File: config.mk
export PLATFORM = sky130hd
export DESIGN_NAME = dmac_route_ctrl
export DESIGN_NICKNAME = d
export VERILOG_FILES = /design/src/rtl/dmac_route_pkg.sv /design/src/rtl/dmac_route_regs.sv /design/src/rtl/dmac_route_xbar.sv /design/src/rtl/dmac_route_ctrl.sv
export SDC_FILE = /design/constraint.sdc
export NUM_CORES = 1
export LEC_CHECK = 0
export ABC_CLOCK_PERIOD_IN_PS = 1800
export BUFFER_PORTS_ARGS = -buffer_cell sky130_fd_sc_hd__buf_4
export CORE_MARGIN = 2
export CORE_UTILIZATION = 39
export CTS_BUF_LIST = sky130_fd_sc_hd__clkbuf_16
export CTS_CLUSTER_DIAMETER = 150
export DETAILED_ROUTE_END_ITERATION = 6
export PLACE_DENSITY_LB_ADDON = 0.15
export SLEW_MARGIN = 40
export SYNTH_ARGS = -nofsm -noshare
export SYNTH_HDL_FRONTEND = slang
export SYNTH_SLANG_ARGS = --single-unit
File: constraint.sdc
create_clock -name clk -period 1.8 [get_ports clk]
set_input_delay 0 -clock clk [delete_from_list [all_inputs] [get_ports clk]]
set_output_delay 0 -clock clk [all_outputs]
set_load 0.01 [all_outputs]
File: src/rtl/dmac_route_pkg.sv
package dmac_route_pkg;
    parameter int NCHAN     = 4;
    parameter int NPERIPH   = 8;
    parameter int SEL_W     = 4;
    parameter int DATA_W    = 32;
    parameter int ADDR_W    = 4;
    parameter int PULSE_LEN = 4;
    parameter int EN_LSB    = 8;
    localparam int CNT_W    = $clog2(PULSE_LEN + 1);
    localparam int SELS_W   = NPERIPH * SEL_W;

    localparam logic [ADDR_W-1:0] OFF_CTRL = 4'h0;
    localparam logic [ADDR_W-1:0] OFF_SEL  = 4'h4;
    localparam logic [ADDR_W-1:0] OFF_IRQ  = 4'hC;

    typedef struct packed {
        logic [NCHAN-1:0]  en;
        logic [SELS_W-1:0] sel;
        logic [CNT_W-1:0]  cnt;
    } regs_t;
endpackage

File: src/rtl/dmac_route_regs.sv
module dmac_route_regs
    import dmac_route_pkg::*;
(
    input  logic              clk,
    input  logic              rst_n,
    input  logic              wr,
    input  logic              rd,
    input  logic [ADDR_W-1:0] addr,
    input  logic [DATA_W-1:0] wdata,
    input  logic [NCHAN-1:0]  irq,
    output logic [DATA_W-1:0] rdata,
    output logic [NCHAN-1:0]  en,
    output logic [SELS_W-1:0] sel,
    output logic              soft_rst
);
    regs_t r_d, r_q;
    logic  pulse_on;

    assign pulse_on = (r_q.cnt != '0);

    always_comb begin
        r_d = r_q;
        if (pulse_on) begin
            r_d.cnt = r_q.cnt - 1'b1;
        end
        if (wr && addr == OFF_CTRL) begin
            r_d.en = wdata[EN_LSB +: NCHAN];
            if (wdata[0]) begin
                r_d.cnt = CNT_W'(PULSE_LEN);
            end
        end
        if (wr && addr == OFF_SEL) begin
            r_d.sel = wdata[SELS_W-1:0];
        end
    end

    always_ff @(posedge clk or negedge rst_n) begin
        if (!rst_n) begin
            r_q <= '0;
        end else begin
            r_q <= r_d;
        end
    end

    always_comb begin
        rdata = '0;
        if (rd) begin
            case (addr)
                OFF_CTRL: begin
                    rdata[0]               = pulse_on;
                    rdata[EN_LSB +: NCHAN] = r_q.en;
                end
                OFF_SEL: rdata[SELS_W-1:0] = r_q.sel;
                OFF_IRQ: rdata[NCHAN-1:0]  = irq;
                default: rdata = '0;
            endcase
        end
    end

    assign en       = r_q.en;
    assign sel      = r_q.sel;
    assign soft_rst = pulse_on;

    AST_PULSE_START: assert property (@(posedge clk) disable iff (!rst_n)
        (wr && addr == OFF_CTRL && wdata[0]) |=> soft_rst);

    AST_PULSE_CAUSE: assert property (@(posedge clk) disable iff (!rst_n)
        $rose(soft_rst) |-> $past(wr && addr == OFF_CTRL && wdata[0]));

    AST_CFG_KEEP: assert property (@(posedge clk) disable iff (!rst_n)
        (soft_rst && !wr) |=> ($stable(en) && $stable(sel)));

    AST_UNMAPPED_WR: assert property (@(posedge clk) disable iff (!rst_n)
        (wr && addr != OFF_CTRL && addr != OFF_SEL) |=> ($stable(en) && $stable(sel)));

    AST_IRQ_READ: assert property (@(posedge clk) disable iff (!rst_n)
        (rd && addr == OFF_IRQ) |-> (rdata[DATA_W-1:NCHAN] == '0));
endmodule

File: src/rtl/dmac_route_xbar.sv
module dmac_route_xbar
    import dmac_route_pkg::*;
(
    input  logic [NPERIPH-1:0] preq,
    input  logic [SELS_W-1:0]  sel,
    input  logic [NCHAN-1:0]   en,
    output logic [NCHAN-1:0]   creq
);
    for (genvar c = 0; c < NCHAN; c++) begin : g_chan
        logic hit;
        always_comb begin
            hit = 1'b0;
            for (int p = 0; p < NPERIPH; p++) begin
                if (preq[p] && sel[p*SEL_W +: SEL_W] == SEL_W'(c)) begin
                    hit = 1'b1;
                end
            end
        end
        assign creq[c] = hit & en[c];
    end
endmodule

File: src/rtl/dmac_route_ctrl.sv
module dmac_route_ctrl
    import dmac_route_pkg::*;
(
    input  logic               clk,
    input  logic               rst_n,
    input  logic               bus_wr,
    input  logic               bus_rd,
    input  logic [ADDR_W-1:0]  bus_addr,
    input  logic [DATA_W-1:0]  bus_wdata,
    output logic [DATA_W-1:0]  bus_rdata,
    input  logic [NPERIPH-1:0] periph_req,
    input  logic [NCHAN-1:0]   chan_irq,
    output logic [NCHAN-1:0]   chan_req,
    output logic [NCHAN-1:0]   chan_clk_en,
    output logic               chan_soft_rst
);
    logic [SELS_W-1:0] sel;

    dmac_route_regs u_regs (
        .clk      (clk),
        .rst_n    (rst_n),
        .wr       (bus_wr),
        .rd       (bus_rd),
        .addr     (bus_addr),
        .wdata    (bus_wdata),
        .irq      (chan_irq),
        .rdata    (bus_rdata),
        .en       (chan_clk_en),
        .sel      (sel),
        .soft_rst (chan_soft_rst)
    );

    dmac_route_xbar u_xbar (
        .preq (periph_req),
        .sel  (sel),
        .en   (chan_clk_en),
        .creq (chan_req)
    );

    AST_GATED_REQ: assert property (@(posedge clk) disable iff (!rst_n)
        (chan_req & ~chan_clk_en) == '0);
endmodule

==> results of run 1 <==
## power groups by stage
stage,clock network (mW),logic (mW),registers [mW]
finish,0.865,1.02,1.35
global route,0.920,1.13,1.39
CTS,0.880,0.989,1.34
detailed placement,0,0.922,1.36
global placement,0,0.904,1.35
floorplan,0,0.647,1.27
## stage by stage
step	hold WS [ns]	cells	area, um^2	utilization (%)	worst slack (ns)
finish	0.137	397	3580	61.1	0.0201
global route	0.206	397	3580	61.1	-0.0439
CTS	0.140	396	3540	60.5	0.00771
detailed placement	0.00538	355	3060	52.3	0.289
global placement	0.00326	355	3060	52.3	0.313
floorplan	-0.296	195	2330	-	0.486
## cell usage in the layout, fill, tap and decap left out, types with 3 or more instances in the layout
cell,count
sky130_fd_sc_hd__a22o_1,7
sky130_fd_sc_hd__and2_1,23
sky130_fd_sc_hd__buf_4,96
sky130_fd_sc_hd__clkbuf_16,5
sky130_fd_sc_hd__dfrtp_1,39
sky130_fd_sc_hd__dlygate4sd3_1,33
sky130_fd_sc_hd__inv_1,6
sky130_fd_sc_hd__mux2_2,6
sky130_fd_sc_hd__mux2_4,30
sky130_fd_sc_hd__nand2_1,6
sky130_fd_sc_hd__nand3_1,5
sky130_fd_sc_hd__nand4_1,5
sky130_fd_sc_hd__nand4b_1,6
sky130_fd_sc_hd__nor2_1,10
sky130_fd_sc_hd__o2111ai_1,3
sky130_fd_sc_hd__o32ai_1,3
## timing repair
action | CTS | global route
hold buffers | 33 | 0
endpoints found under the hold margin | 78 | 0
resized for setup | 1 | 6
setup buffers | 0 | 1
endpoints found under the setup margin | 2 | 5
pin swaps | 0 | 4
## layout make-up
| type | count | share of cell area [%] |
|---|---|---|
| Multi-Input combinational cell | 140 | 36.0 |
| Timing Repair Buffer | 129 | 29.4 |
| Sequential cell | 39 | 27.3 |
| Clock buffer | 5 | 3.50 |
| Tap cell | 75 | 2.62 |
| Inverter | 6 | 0.630 |
| Clock inverter | 3 | 0.560 |
## routing by layer
metal | vias up | routed length [um]
met1 | 950 | 2840
met4 | 0 | 61
met2 | 69 | 3020
li1 | 974 | -
met5 | - | 0
met3 | 6 | 392
## worst paths after layout
| kind | slack [ns] | end |
|---|---|---|
| worst max-delay path | 0.02 | chan_req[0] |
| worst min-delay path | 0.14 | u_regs.r_q[0] |
| worst max register to register | 0.66 | u_regs.r_q[1] |
| worst min register to register | 0.53 | u_regs.sel[19] |
| max in group asynchronous | 1.23 | u_regs.sel[9] |
| min in group asynchronous | 0.22 | u_regs.sel[23] |
## logic make-up (layout without fill, tap and decap cells)
logic type,Yosys count,in the layout,synth area share [%]
and+or+nand+nor,75,75,20.9
DFF,39,39,41.9
muxes,36,36,22.2
buffers and inverters,16,143,4.30
AOI/OAI and AO/OA,26,26,9.19
adders and majority gates,2,2,1.07
xor gates and xnor gates,1,1,0.376
## registers in the layout (all words and copies together) (netlist names)
name / count
u_regs.en: 4
u_regs.r_q: 3
u_regs.sel: 32
## tightest hold or removal path, stage by stage
cell	delay (ns)
sky130_fd_sc_hd__buf_4	0.13
sky130_fd_sc_hd__nor2_2	0.10
sky130_fd_sc_hd__a21oi_1	0.15
==> results.txt, run 1 <==
The via count of the first global-routing pass is 1995. Broken down by cell family, the worst path's largest delay share belongs to simple AND/OR/NAND/NOR gates. The leakage power summed over all cells is 1.78 nW. For this run, the top clock speed supported by timing is 562 MHz. The number of filler cells placed in the layout is 486. The number of antenna violations at the first check in global routing is 0. STA classifies the critical path startpoint as a flop. The overall die area came out at 0.00660 mm^2. The worst setup path is captured at an output port. The fraction of post-synthesis cell area in the top cell type by area is 41.9%.

The endpoint required time on the critical path is 1.80 ns. The number of distinct library cells after synthesis is 44. The power density over cell area came out at 907 mW/mm^2. The first-pass GRT wire length came out at 9.79 mm. The sequential group share of total power came out at 41.7%.

The final critical delay including setup and external delays came out at 1.78 ns. The core region is 0.00585 mm^2. Cell internal power was estimated by the tool at 2.26 mW. At the pin with the least slew margin, the transition time is 0.586 ns. The number of maximum-capacitance constraint violations came out at 0. The routed length per placed instance is 15.9 um. Ranked by total cell area, the synthesized netlist is headed by sky130_fd_sc_hd__dfrtp_1, sky130_fd_sc_hd__mux2_4, sky130_fd_sc_hd__and2_1.

Clock tree synthesis found a total of 39 sinks. The cell type with the largest total area after synthesis is sky130_fd_sc_hd__dfrtp_1. The run finished with clean final reports. In this run the tool buffered the top-level ports with 92 buffer cells. The combined area of all synthesized cells is 0.00233 mm^2. The cell sitting at the root of the clock tree is a sky130_fd_sc_hd__clkbuf_16. The worst voltage drop across the vdd grid came out at 0.421 mV.

The signal on the critical path passes through or4b_4, o22ai_2, or3_1, o31a_1, buf_4. The average size of a mapped cell is 11.9 um^2. The floorplan die height came out at 81.3 um. In this run the most critical hold path is launched from bus_addr[2]. The initial core utilization is 39.8%. The routed via count divided by cell count came out at 5.04. The clock edge transition at the registers on the reported setup and hold paths is 0.06 ns. Overall power consumption after layout is estimated at 3.24 mW. The combinational group share of total power is 31.6%.

The clock reaches the later pin of the worst-skew pair after 0.28 ns. The number of nets in the synthesized netlist is 249. Net switching is 30.3% of the power.

The number of logic stages on the critical path including buffering came out at 5. The launch point of the critical path is u_regs.sel[27]. In this run the horizontal extent of the chip is 81.3 um. The register cell area after layout came out at 976 um^2.

The worst path uses 98.9% of the clock period. The area taken by multi-input logic gates came out at 0.00129 mm^2. After synthesis, the most frequently instantiated cells are sky130_fd_sc_hd__dfrtp_1, sky130_fd_sc_hd__mux2_4, sky130_fd_sc_hd__and2_1.

Setup violations remaining at the end of the flow were counted as 0. The area added between synthesis and finish is 53.6%. The number of iterations in the first detailed-routing pass came out at 4. The number of CTS-inserted buffers came out at 5. The largest net degree at the start of global routing is 40. The net count reported at finish came out at 375.

The placement row count came out at 28. Summed over all nets, the switching power comes to 0.984 mW. For the final database, setup skew stands at 0.00358 ns. In this run the most used layer during global routing was met2. Summed over all failing endpoints, the final setup total negative slack is 0 ns.

0 antenna diodes ended up in the layout. The worst stage delay on the critical path came out at 0.53 ns. The count of routing violations after the opening detailed-route iteration is 82. Sequential elements use 41.9% of the synthesized area. sky130_fd_sc_hd__dfrtp_1 is the most common cell in the netlist. The sum of routed wire length over all layers came out at 6.31 mm. The count of nets left with antenna violations once routing finished came out at 0. The remaining routing DRC violations came out at 0. In the synthesized netlist the dominant register cell turns out to be sky130_fd_sc_hd__dfrtp_1. After technology mapping, the gate count stands at 195. The top-level port count is 93. The peak fanout along the critical path came out at 4. Counting instances, the worst hold path has a depth of 3. The global route total overflow came out at 0. The maximum clock insertion buffer count is 2. Together, buffers and inverters on the worst path number 1. The tightest min-delay check is of the in2reg type.

The reg-to-reg critical path startpoint is u_regs.r_q[0]. TritonCTS built the clock tree. The number of synthesized flops with an enable pin is 0. After synthesis the netlist holds a flip-flop and latch count of 39. Counting flops with an async set or reset pin after synthesis yields a share of 100%. The number of synthesis warnings is 0. The endpoint arrival time on the critical path is 1.78 ns.

Setup repair after global routing could not meet its margin everywhere. Routability-driven placement finished with a final weighted congestion of 0.843. The met3 track utilization from global routing is 4.33%. Among all stages on the critical path, the largest delay is contributed by sky130_fd_sc_hd__or4b_4.

Global routing used 25.4% of the available met1 tracks. Of the cells placed in the final design, the portion with a size suffix greater than 1 is 46.9%. The clock share of power is 26.7%. The type of the worst setup path is reg2out. The final number of hold-violating endpoints is 0. The worst slew margin relative to its limit is 61.0%.

The HPWL after detailed placement is 4.45 mm. For the worst flop-to-flop path, the logic depth is 4. The overall fraction of global-route tracks in use is 19.8%. The final route contains 1999 vias. The count of final max-slew check failures came out at 0. In this run the number of H-tree levels came out at 2. For this run, global-route usage on met2 was measured as 32.9%.
No activity file was read; power rests on OpenSTA's default activity.
==> run 2: changes to the inputs <==
- CORE_UTILIZATION: 39 -> 38
==> results.txt, run 2 (synthesis results as in run 1) <==
The clock net in this run drives a total of 39 sinks. For the worst setup path, the data required time is 1.80 ns. The logic depth of the worst register-to-register path came out at 5. The number of CTS-inserted buffers came out at 5. The number of maximum-capacitance constraint violations came out at 0. The library cell used most frequently in the layout, excluding fill and tap cells, is sky130_fd_sc_hd__buf_4.

The post-layout instance count excluding filler cells is 400. The maximum clock insertion buffer count came out at 2. The cell area after layout is 0.00361 mm^2. Static timing analysis puts the maximum clock frequency at 559 MHz. The number of antenna violations at the first check in global routing is 0. The total instance count after detailed placement came out at 355. The clock edge transition at the registers on the reported setup and hold paths came out at 0.06 ns.

The first-pass GRT wire length came out at 9.57 mm. For this design the ratio of total power to cell area is 933 mW/mm^2. The signal on the critical path passes through or4b_4, o22ai_2, or3_1, o31a_1, buf_4. The via count of the first global-routing pass came out at 1911. The total cell area at the placement stage is 0.00306 mm^2. The overall die area is 0.00677 mm^2. The peak fanout along the critical path is 3. The count of nets left with antenna violations once routing finished came out at 0.

The post-detailed-placement half-perimeter wirelength is 4.41 mm. TritonCTS built the clock tree. The initial core utilization is 39.3%. In this run the critical register-to-register path is captured at u_regs.r_q[1]. The area added between synthesis and finish came out at 54.9%. The H-tree depth reported by CTS came out at 2. The final number of hold-violating endpoints is 0. The number of setup violations in the final report came out at 0. The path class of the tightest hold or removal check is in2reg. The slack of the worst reg-to-reg path came out at 0.62 ns.

Port buffering added 92 buffers. The remaining routing DRC violations came out at 0. The flow ran to the end, and the final reports show no timing, DRC or antenna violations. OpenSTA, run right after detailed placement, puts the worst setup slack at 0.288 ns. The sum of routed wire length over all layers is 6.26 mm. The worst setup path is of the reg2out kind.

The via count of the routed design is 2011. The worst clock skew is 0.00155 ns. At the end of routability-driven placement, the weighted congestion stood at 0.782. The overall fraction of global-route tracks in use is 18.7%. In the routed layout, each cell is associated on average with a via count of 5.03. The fraction of final layout cells with drive strength greater than 1 is 46.8%. Setup repair after global routing could not meet its margin everywhere. The leakage power summed over all cells came out at 1.80 nW. Entering global routing, the biggest net connects 40 pins. The number of filler cells placed in the layout came out at 497. 93 I/O pins were placed. At the pin with the least slew margin, the transition time is 0.511 ns. The worst path meets setup with 0.0123 ns of slack. The most critical setup path has its startpoint at u_regs.sel[26]. Measured along the x axis, the die boundary spans 82.3 um. The floorplan die height came out at 82.3 um. The placement row count came out at 28. STA classifies the critical path startpoint as a flop. The final critical delay including setup and external delays came out at 1.79 ns. The global route total overflow came out at 0. The worst stage delay on the critical path came out at 0.55 ns.

The routed length per placed instance came out at 15.7 um. The worst slew margin relative to its limit came out at 65.9%. The number of iterations in the first detailed-routing pass is 4. The net count reported at finish is 378. The count of routing violations after the opening detailed-route iteration came out at 94.

The worst setup path is captured at an output port. The antenna diode count came out at 0. The endpoint arrival time on the critical path is 1.79 ns. The slowest library cell on the worst path is sky130_fd_sc_hd__or4b_4. The cell sitting at the root of the clock tree is a sky130_fd_sc_hd__clkbuf_16. The worst voltage drop across the vdd grid is 0.441 mV.

In this run the worst setup path terminates at chan_req[0]. The register with the most flip-flops in the layout has 32 of them. The reg-to-reg critical path startpoint is u_regs.r_q[0]. Clock latency on the worst-skew pair, taken at its later pin, is 0.28 ns. The fraction of the cycle the final worst path needs came out at 99.3%.

The count of final max-slew check failures is 0. The library cells used most frequently in the layout, excluding fill and tap cells, are sky130_fd_sc_hd__buf_4, sky130_fd_sc_hd__dfrtp_1, sky130_fd_sc_hd__dlygate4sd3_1. The total area inside the core boundary comes to 0.00592 mm^2.
## run 2: cell count changes in the layout (fill, tap and decap cells not counted)
cell	before	now
sky130_fd_sc_hd__nand2b_1	0	1
sky130_fd_sc_hd__nand2b_4	1	0
sky130_fd_sc_hd__bufinv_16	0	1
sky130_fd_sc_hd__dfrtp_1	39	38
sky130_fd_sc_hd__clkinvlp_4	2	0
sky130_fd_sc_hd__nor4bb_2	1	0
sky130_fd_sc_hd__buf_4	96	99
sky130_fd_sc_hd__dfrtp_2	0	1
sky130_fd_sc_hd__clkinv_1	0	1
sky130_fd_sc_hd__nor4bb_1	1	2
## run 2: worst min-delay path by stage
stage | startpoint | end | cells past startpoint
final | bus_addr[2] | u_regs.r_q[0] | 3
after CTS | bus_addr[2] | u_regs.r_q[0] | 3
after floorplan | rst_n | u_regs.en[0] | 0
after detailed placement | rst_n | u_regs.sel[23] | 1
after global routing | bus_addr[2] | u_regs.r_q[0] | 3
after global placement | rst_n | u_regs.sel[23] | 1
## run 2: stage by stage
step | setup TNS (ns) | hold slack [ns] | util [%] | power (mW)
2_1_floorplan | 0 | -0.296 | - | 1.92
3_3_place_gp | 0 | -0.00315 | 51.6 | 2.26
3_5_place_dp | 0 | 0.00404 | 51.6 | 2.28
4_1_cts | 0 | 0.154 | 60.1 | 3.34
5_1_grt | -0.0375 | 0.178 | 60.9 | 3.55
6_report | 0 | 0.152 | 60.9 | 3.37
## run 2: critical path, delay by kind of cell, from the launching register on
kind	cells	cell delay, ns
AND/OR/NAND/NOR	2	0.69
flip-flops	1	0.40
buffers and inverters	1	0.12
AO/OA/AOI/OAI	2	0.31
## run 2: power by group
group | total (mW) | switching [mW] | internal [mW]
combinational | 1.03 | 0.384 | 0.647
clock | 0.986 | 0.339 | 0.646
sequential | 1.35 | 0.244 | 1.11
total | 3.37 | 0.967 | 2.40
## run 2: what timing repair did
action / 4_1_cts / 5_1_grt
setup endpoints to repair: 2 / 2
cloned: 0 / 0
buffers inserted: 0 / 4
gates resized for setup: 1 / 5
endpoints found under the hold margin: 78 / 0
pin swaps: 0 / 4
hold buffers: 33 / 0
## run 2: cell type report
type | instances | area, um^2 | area share [%]
clock buffer | 5 | 125 | 3.47
multi-input combinational | 140 | 1270 | 35.4
inverter | 6 | 22.5 | 0.625
clock inverter | 3 | 38.8 | 1.08
sequential | 39 | 977 | 27.1
tap | 75 | 93.8 | 2.60
timing repair buffer | 132 | 1070 | 29.8
## run 2: routing by layer
metal / global-route usage, % / share of wire [%]
met5: 0 / 0
met4: 4.00 / 0.73
met3: 4.13 / 5.6
met2: 30.6 / 48
met1: 25.4 / 46
==> run 3: changes to the inputs <==
- ABC_CLOCK_PERIOD_IN_PS: 1800 -> 1750
- GPL_TIMING_DRIVEN: default -> 1
- clock period: 1.8 -> 1.75 ns (I/O delays scaled with it)
==> results.txt, run 3 (synthesis results as in run 1) <==
The run finished with clean final reports. In this run the worst hold path is classified as in2reg. The final critical delay including setup and external delays came out at 1.73 ns. The net count reported at finish came out at 379. After detailed routing, the number of vias per cell comes to 5.07.

The floorplan die height is 82.3 um. The worst voltage drop across the vdd grid is 0.491 mV. The leakage power summed over all cells is 1.81 nW. The top-level port count came out at 93. The initial core utilization came out at 39.3%.

The sum of negative setup slack is 0 ns. The clock share of power came out at 25.6%. The overall die area came out at 0.00677 mm^2. The worst slack at placement is 0.235 ns.

The proportion of total power due to net switching came out at 29.7%. The remaining routing DRC violations came out at 0. Summed over all layers, the global routing overflow is 0.

The worst path setup slack after routing is 0.0247 ns. The most common cell after layout, fill and taps aside is sky130_fd_sc_hd__buf_4. The slowest stage of the critical path belongs to the cell sky130_fd_sc_hd__or4b_4. The routed layout has 2034 vias. The layout has 500 filler cells. The fraction of final layout cells with drive strength greater than 1 is 46.9%. In this run the power spent charging and discharging nets is 0.988 mW. The internal power came out at 2.34 mW.

The clock root buffer is sky130_fd_sc_hd__clkbuf_16. The worst pin sits at a relative slew slack of 66.8%. The H-tree depth reported by CTS is 2. The first detailed-routing pass took 4 iterations. The via count of the first global-routing pass came to 1973. At the pin with the least slew margin, the transition time is 0.498 ns. The count of routing violations after the opening detailed-route iteration is 57.

The routed length per placed instance is 15.7 um. By startpoint and endpoint, the worst setup path is classified as reg2out. In this design, the stage delay of the slowest critical-path cell is 0.56 ns. The final number of hold-violating endpoints is 0.

Along the worst path, the maximum fanout reaches 4. The first-pass GRT wire length came out at 9.69 mm. The critical path goes through or4b_4, o22ai_2, or3_1, o31a_1, buf_4. The total cell area at the placement stage is 0.00306 mm^2. The sequential group share of total power is 41.5%. STA classifies the critical path endpoint as an output port. The sum of routed wire length over all layers is 6.29 mm. The number of maximum-capacitance constraint violations came out at 0. Grouping stages by cell kind, the critical path spends the most delay in simple AND/OR/NAND/NOR gates. The endpoint required time on the critical path is 1.75 ns. The floorplan has 28 rows. The power density over cell area came out at 924 mW/mm^2. Entering global routing, the biggest net connects 40 pins. The count of final max-slew check failures is 0. Setup repair after global routing could not meet its margin everywhere.

The startpoint class of the critical path is a flop. TritonCTS built the clock tree. The die span in x is 82.3 um. Overall power consumption after layout is estimated at 3.33 mW. Once detail routing completed, the nets flagged for antenna violations numbered 0.

The cell area after layout came out at 0.00360 mm^2. The clock edge transition at the registers on the reported setup and hold paths came out at 0.06 ns. The number of antenna violations at the first check in global routing is 0.

The worst clock skew came out at 0.000836 ns. The overall fraction of global-route tracks in use is 18.9%. The number of input and output port buffers inserted is 92. The number of CTS-inserted buffers is 5. The number of flip-flops under the largest register name came out at 32.

The area added between synthesis and finish is 54.6%. The fraction of the cycle the final worst path needs is 98.6%. Leaving out fill and tap cells, the most frequent cells in the layout are sky130_fd_sc_hd__buf_4, sky130_fd_sc_hd__dfrtp_1, sky130_fd_sc_hd__dlygate4sd3_1. The maximum clock insertion buffer count is 2.

STA puts the critical path data arrival time at 1.73 ns. The number of setup violations in the final report is 0. The last weighted congestion value of the routability-driven placer came out at 0.782. The clock insertion delay at the later pin of the skew report came out at 0.27 ns. The antenna diode count came out at 0. The area of the placeable core came out at 0.00592 mm^2. Together, buffers and inverters on the worst path number 1. Based on the critical path, the design can be clocked at up to 580 MHz. In this run, the combinational gates consume 33.0% of the power.

The number of clock sinks seen by CTS is 39. The post-detailed-placement half-perimeter wirelength is 4.41 mm.
## run 3: layout make-up
| cell class | instances | area [um^2] | share of cell area, % |
|---|---|---|---|
| Clock inverter | 3 | 12.5 | 0.348 |
| Inverter | 6 | 22.5 | 0.626 |
| Clock buffer | 5 | 125 | 3.48 |
| Sequential cell | 39 | 976 | 27.1 |
| Timing Repair Buffer | 133 | 1080 | 30.0 |
| Tap cell | 75 | 93.8 | 2.61 |
| Multi-Input combinational cell | 140 | 1290 | 35.8 |
## run 3: routing by layer
metal	share of wire [%]	GRT usage [%]
met3	6.0	4.02
met2	48	31.6
met5	0	0
met4	0.60	4.17
met1	45	25.3
## run 3: power by group through the flow
stage | clock, mW | combinational, mW | sequential (mW)
after global routing | 0.902 | 1.20 | 1.42
final | 0.850 | 1.10 | 1.38
after global placement | 0 | 0.934 | 1.39
after floorplan | 0 | 0.665 | 1.31
after detailed placement | 0 | 0.952 | 1.39
after CTS | 0.864 | 1.04 | 1.38
## run 3: final timing paths
kind	from	depth (start not counted)	to	slack, ns
max	u_regs.sel[28]	5	chan_req[0]	0.02
max reg2reg	u_regs.r_q[0]	4	u_regs.r_q[2]	0.61
max in group asynchronous	rst_n	2	u_regs.sel[20]	1.17
min in group asynchronous	rst_n	2	u_regs.sel[23]	0.23
min reg2reg	u_regs.sel[15]	1	u_regs.sel[15]	0.53
min	bus_addr[2]	3	u_regs.r_q[0]	0.14
## run 3: per-stage QoR
step | util [%] | hold WS (ns) | instances
2_1_floorplan | - | -0.296 | 195
3_3_place_gp | 51.6 | -0.00309 | 355
3_5_place_dp | 51.6 | 0.00308 | 355
4_1_cts | 59.9 | 0.152 | 398
5_1_grt | 60.8 | 0.170 | 401
6_report | 60.8 | 0.139 | 401
## run 3: worst register-to-register path: cells and delay by family, from the launching register on
family,cells,cell delay (ns)
AO/OA/AOI/OAI,1,0.28
adder cells (fa/ha/maj),1,0.21
buffers and inverters,1,0.08
flip-flops,1,0.39
AND/OR/NAND/NOR,1,0.06
## run 3: repair_timing
action | CTS | global route
resized for setup | 2 | 5
pin swaps | 2 | 4
endpoints found under the hold margin | 78 | 0
hold buffers | 33 | 0
setup endpoints to repair | 2 | 5
setup buffers | 2 | 3
